$ cat config.mk
export PLATFORM = sky130hd
export DESIGN_NAME = cmp42_mult
export DESIGN_NICKNAME = d
export VERILOG_FILES = /design/src/rtl/mul42_pkg.sv /design/src/rtl/mul42_ppgen.sv /design/src/rtl/mul42_csa.sv /design/src/rtl/mul42_c42.sv /design/src/rtl/mul42_tree.sv /design/src/rtl/mul42_ks.sv /design/src/rtl/cmp42_mult.sv
export SDC_FILE = /design/constraint.sdc
export NUM_CORES = 1
export LEC_CHECK = 0
export ABC_AREA = 1
export ABC_CLOCK_PERIOD_IN_PS = 800
export BUFFER_PORTS_ARGS = -buffer_cell sky130_fd_sc_hd__buf_2
export CAP_MARGIN = 20
export CORE_ASPECT_RATIO = 1.5
export CORE_UTILIZATION = 40
export DETAILED_ROUTE_END_ITERATION = 10
export HOLD_SLACK_MARGIN = 0.1
export PLACE_DENSITY = 0.64
export SYNTH_ARGS = -nofsm -noshare
export SYNTH_HDL_FRONTEND = slang
export SYNTH_SLANG_ARGS = --single-unit
$ cat constraint.sdc
create_clock -name clk -period 0.8 [get_ports clk]
set_input_delay 0.04 -clock clk [delete_from_list [all_inputs] [get_ports clk]]
set_output_delay 0.04 -clock clk [all_outputs]
set_load 0.05 [all_outputs]
$ cat src/rtl/mul42_pkg.sv
package mul42_pkg;

  // one-bit full adder viewed as a counter of ones: low bit
  function automatic logic fa_sum(input logic x, input logic y, input logic z);
    return x ^ y ^ z;
  endfunction

  // one-bit full adder viewed as a counter of ones: high bit
  function automatic logic fa_carry(input logic x, input logic y, input logic z);
    return (x & y) | (x & z) | (y & z);
  endfunction

endpackage

$ cat src/rtl/mul42_ppgen.sv
module mul42_ppgen #(
  parameter int N = 8,
  parameter int L = 8,
  localparam int W = 2 * N
) (
  input  logic [N-1:0] mcand,
  input  logic [N-1:0] mplier,
  output logic [W-1:0] pp [L]
);

  for (genvar i = 0; i < L; i++) begin : g_row
    if (i < N) begin : g_live
      // multiplicand gated by one multiplier bit, weighted by its position
      assign pp[i] = {{N{1'b0}}, mcand & {N{mplier[i]}}} << i;
    end else begin : g_pad
      assign pp[i] = '0;
    end
  end

endmodule

$ cat src/rtl/mul42_csa.sv
module mul42_csa #(
  parameter int W = 16
) (
  input  logic [W-1:0] x,
  input  logic [W-1:0] y,
  input  logic [W-1:0] z,
  output logic [W-1:0] s,
  output logic [W-1:0] c
);
  import mul42_pkg::*;

  logic [W-2:0] maj;

  for (genvar i = 0; i < W; i++) begin : g_bit
    assign s[i] = fa_sum(x[i], y[i], z[i]);
    if (i < W - 1) begin : g_cy
      assign maj[i] = fa_carry(x[i], y[i], z[i]);
    end
  end

  // carries move up one weight; the top carry is beyond the product width
  assign c = {maj, 1'b0};

endmodule

$ cat src/rtl/mul42_c42.sv
module mul42_c42 #(
  parameter int W = 16
) (
  input  logic [W-1:0] a,
  input  logic [W-1:0] b,
  input  logic [W-1:0] c,
  input  logic [W-1:0] d,
  output logic [W-1:0] e,
  output logic [W-1:0] f
);

  logic [W-1:0] mid_s;
  logic [W-1:0] mid_c;

  mul42_csa #(.W(W)) i_row0 (.x(a), .y(b), .z(c), .s(mid_s), .c(mid_c));
  mul42_csa #(.W(W)) i_row1 (.x(mid_s), .y(mid_c), .z(d), .s(e), .c(f));

endmodule

$ cat src/rtl/mul42_tree.sv
module mul42_tree #(
  parameter int W = 16,
  parameter int L = 8,
  localparam int LVLS = $clog2(L) - 1
) (
  input  logic [W-1:0] pp [L],
  output logic [W-1:0] red_s,
  output logic [W-1:0] red_c
);

  for (genvar lv = 0; lv < LVLS; lv++) begin : g_lvl
    localparam int IN_CNT = L >> lv;
    logic [W-1:0] src [IN_CNT];
    logic [W-1:0] dst [IN_CNT/2];

    if (lv == 0) begin : g_first
      assign src = pp;
    end else begin : g_rest
      assign src = g_lvl[lv-1].dst;
    end

    for (genvar j = 0; j < IN_CNT / 4; j++) begin : g_node
      mul42_c42 #(.W(W)) i_node (
        .a(src[4*j]),   .b(src[4*j+1]),
        .c(src[4*j+2]), .d(src[4*j+3]),
        .e(dst[2*j]),   .f(dst[2*j+1])
      );
    end
  end

  assign red_s = g_lvl[LVLS-1].dst[0];
  assign red_c = g_lvl[LVLS-1].dst[1];

endmodule

$ cat src/rtl/mul42_ks.sv
module mul42_ks #(
  parameter int W = 16
) (
  input  logic [W-1:0] x,
  input  logic [W-1:0] y,
  output logic [W-1:0] sum
);

  // parallel-prefix sum: log2(W) generate/propagate combining stages
  function automatic logic [W-1:0] ks_add(input logic [W-1:0] u, input logic [W-1:0] v);
    logic [W-1:0] g, p, gn, pn, half;
    g    = u & v;
    p    = u ^ v;
    half = p;
    for (int d = 1; d < W; d = d * 2) begin
      gn = g;
      pn = p;
      for (int i = d; i < W; i++) begin
        gn[i] = g[i] | (p[i] & g[i-d]);
        pn[i] = p[i] & p[i-d];
      end
      g = gn;
      p = pn;
    end
    return half ^ {g[W-2:0], 1'b0};
  endfunction

  assign sum = ks_add(x, y);

endmodule

$ cat src/rtl/cmp42_mult.sv
module cmp42_mult #(
  parameter int N = 8,
  localparam int W = 2 * N,
  localparam int L = (N <= 4) ? 4 : (1 << $clog2(N))
) (
  input  logic         clk,
  input  logic         rst_n,
  input  logic         in_vld,
  input  logic [N-1:0] op_a,
  input  logic [N-1:0] op_b,
  output logic         out_vld,
  output logic [W-1:0] prod
);

  logic [W-1:0] pp [L];
  logic [W-1:0] tree_sum;
  logic [W-1:0] tree_carry;
  logic [W-1:0] fast_sum;

  mul42_ppgen #(.N(N), .L(L)) i_ppgen (.mcand(op_a), .mplier(op_b), .pp(pp));

  mul42_tree #(.W(W), .L(L)) i_tree (.pp(pp), .red_s(tree_sum), .red_c(tree_carry));

  mul42_ks #(.W(W)) i_cpa (.x(tree_sum), .y(tree_carry), .sum(fast_sum));

  always_ff @(posedge clk or negedge rst_n) begin
    if (!rst_n) begin
      out_vld <= 1'b0;
      prod    <= '0;
    end else begin
      out_vld <= in_vld;
      if (in_vld) prod <= fast_sum;
    end
  end


  carry_lsb_chk: assert property (@(posedge clk) disable iff (!rst_n)
    tree_carry[0] == 1'b0);


  tree_total_chk: assert property (@(posedge clk) disable iff (!rst_n)
    in_vld |-> (tree_sum + tree_carry) == (W'(op_a) * W'(op_b)));


  final_add_chk: assert property (@(posedge clk) disable iff (!rst_n)
    fast_sum == tree_sum + tree_carry);


  product_chk: assert property (@(posedge clk) disable iff (!rst_n)
    in_vld |=> prod == $past(W'(op_a) * W'(op_b)));


  vld_rise_chk: assert property (@(posedge clk) disable iff (!rst_n)
    in_vld |=> out_vld);


  vld_fall_chk: assert property (@(posedge clk) disable iff (!rst_n)
    !in_vld |=> !out_vld);


  hold_chk: assert property (@(posedge clk) disable iff (!rst_n)
    !in_vld |=> $stable(prod));

endmodule

==> out/qor.txt <==
met3 WL: 81 um
worst vdd ir: 0.00155 V
largest net degree at the start of global routing: 20
standard-cell row count: 35
Via density: 4.60
final WL: 5.89 mm
Design Power: 10.8 mW
synth unique cells: 22
DRT iter0 DRCs: 83
pwr dens: 2760 nW/um2
DRC: 0
# H-tree levels: 1
setup TNS: -25.40 ns
grt ovf: 0
crit-path cells: buf_12 > nand2_4 > fa_1 > fa_1 > fa_1 > inv_2 > fa_1 > ha_4 > nand2_1 > nor2_2 > nand3_2 > nand3_2 > nand2_1 > nand3_1 > nand2_1
first-pass GRT wire length: 10.0 mm
Slowest Stage Delay on Critical Path: 0.56 ns
skew final: 0 ns
Reg clk slew, reported paths: 0.06 ns
status: complete, but fails checks
Starting Density: 0.416
initial antenna violation count: 0
WL met2: 3.37 mm
YS warnings: 0
Syn-to-layout area delta: 54.0%
Inst Count DP: 467
critical-path maximum fanout: 6
violated checks: setup timing
Worst slew margin: 0.752
Synth Register Bits: 17
IO Port Bufs: 35
Mapped Cells: 336
Max-Cap Viols: 0
P_leak: 2.14 nW
post-DR wirelength/cell: 12.0 um
I/O pin cnt: 36
Setup Viol. Count Final: 32
vias in the first global route: 2428
Die W: 67.2 um
WP data required: 0.94 ns
fill count: 498
crit path DAT: 3.16 ns
die extent in y: 99.8 um
Core ar.: 6130 um2
Finished Layout Cells: 489
worst setup margin: -2.22 ns
Crit-path slowest cell: fa_1
WP buf/inv: 2
Num Clock Sinks: 17
Clk Latency, worst-skew pair: 0.24 ns
Seq/Total Area, Yosys: 0.167
period utilization: 3.77
Critical Path End Type: register
top layer in use: met4
Fin Hold WS: 0.148 ns
commonest non-fill, non-tap cell in the layout: nand2_1
Mapped Avg Cell Area: 7.59 um2
DP Worst Slack: -2.58 ns
routability cong.: 0.845
worst hold path type: input pin to register
CTS tree: done
cell area after layout: 3930 um2
Inserted Diodes: 0
die area: 6710 um2
share of cells above drive strength 1: 0.443
actual slew at the worst max-slew pin: 0.372 ns
max-slew violation count: 0
commonest non-fill, non-tap cells in the layout: nand2_1 (102), inv_1 (49), buf_4 (46)
DR pass1 iterations: 4
Final min period: 3.02 ns
vias: 2248
final hold violations: 0
Core Util, Final: 0.641
Setup CP Type: input pin to register
Syn Nets: 417
nets@finish: 497
Fmax: 331 MHz
dpl cell area: 3230 um2
CTS Buf Count: 3
Total Routing Usage GR: 0.190
met1 wire length: 2.38 mm
clock root cell: clkbuf_8
unrepaired setup endpoints after global routing: true
CP most frequent cell: fa_1
Post-Synthesis Cell Area: 2550 um2
DRT antenna net count: 0
CTS Buffer Depth: 2
HPWL after DPL: 4.73 mm
crit path launch type: input pin
Top delay family on crit path: adder cells
synthesized netlist by cell type:
master / instances / area, um2
inv_1: 59 / 221
a21oi_2: 1 / 8.76
buf_2: 2 / 10.0
ha_1: 23 / 288
nor2_1: 10 / 37.5
nor2_2: 2 / 12.5
xnor2_1: 3 / 26.3
inv_2: 1 / 3.75
clkbuf_1: 15 / 56.3
nand3_1: 11 / 55.1
dfrtp_1: 17 / 425
o21ai_0: 1 / 5.00
nand3_2: 2 / 20.0
nand2_2: 2 / 12.5
nand3b_1: 2 / 15.0
fa_1: 39 / 781
nand2_1: 136 / 510
buf_4: 1 / 7.51
nand4_1: 2 / 12.5
o21ai_1: 2 / 10.0
a21oi_1: 3 / 15.0
o21ai_2: 2 / 17.5
cell families after synthesis:
logic type | synth area share
flip-flops | 0.167
AO/OA/AOI/OAI | 0.0221
adder cells (fa/ha/maj) | 0.419
AND/OR/NAND/NOR | 0.265
buffers and inverters | 0.117
XOR/XNOR | 0.0103
report_power, final:
group	leakage, nW	internal (mW)	switching [mW]
clock network	0.0228	0.352	0.254
logic	1.91	4.13	4.73
registers	0.207	1.17	0.200
per-layer routing:
| layer | global-route usage | vias to the layer above |
|---|---|---|
| met1 | 0.205 | 1065 |
| met2 | 0.376 | 31 |
| li1 | - | 1146 |
| met4 | 0.0622 | 0 |
| met5 | 0 | - |
| met3 | 0.00682 | 6 |
cell type report:
cell class / instances / area (um2) / area share
well taps: 74 / 92.6 / 0.0236
inverters: 60 / 225 / 0.0573
repair buffers: 93 / 913 / 0.232
flip-flops and latches: 17 / 428 / 0.109
clock buffers: 4 / 45.0 / 0.0115
multi-input cells: 241 / 2230 / 0.566
state kept, by name, indices dropped and copies added (netlist names):
register  flops
prod         16
out_vld       1
what timing repair did:
| item | 4_1_cts | 5_1_grt |
|---|---|---|
| endpoints found under the setup margin | 31 | 31 |
| hold buffers | 1 | 0 |
| gates resized for setup | 110 | 43 |
| hold endpoints to repair | 17 | 0 |
| pin swaps | 33 | 38 |
| buffers inserted | 13 | 4 |
final timing paths:
kind                       startpoint       end  slack, ns  depth (start not counted)
max                           op_a[3]  prod[14]      -2.22                         15
max reg2reg                   prod[9]   prod[9]       0.05                          3
min                            in_vld   out_vld       0.15                          2
min in group asynchronous       rst_n   prod[2]       0.24                          2
max in group asynchronous       rst_n   prod[0]       0.27                          2
min reg2reg                   prod[1]   prod[1]       0.49                          2
No activity file was read; power rests on OpenSTA's default activity.
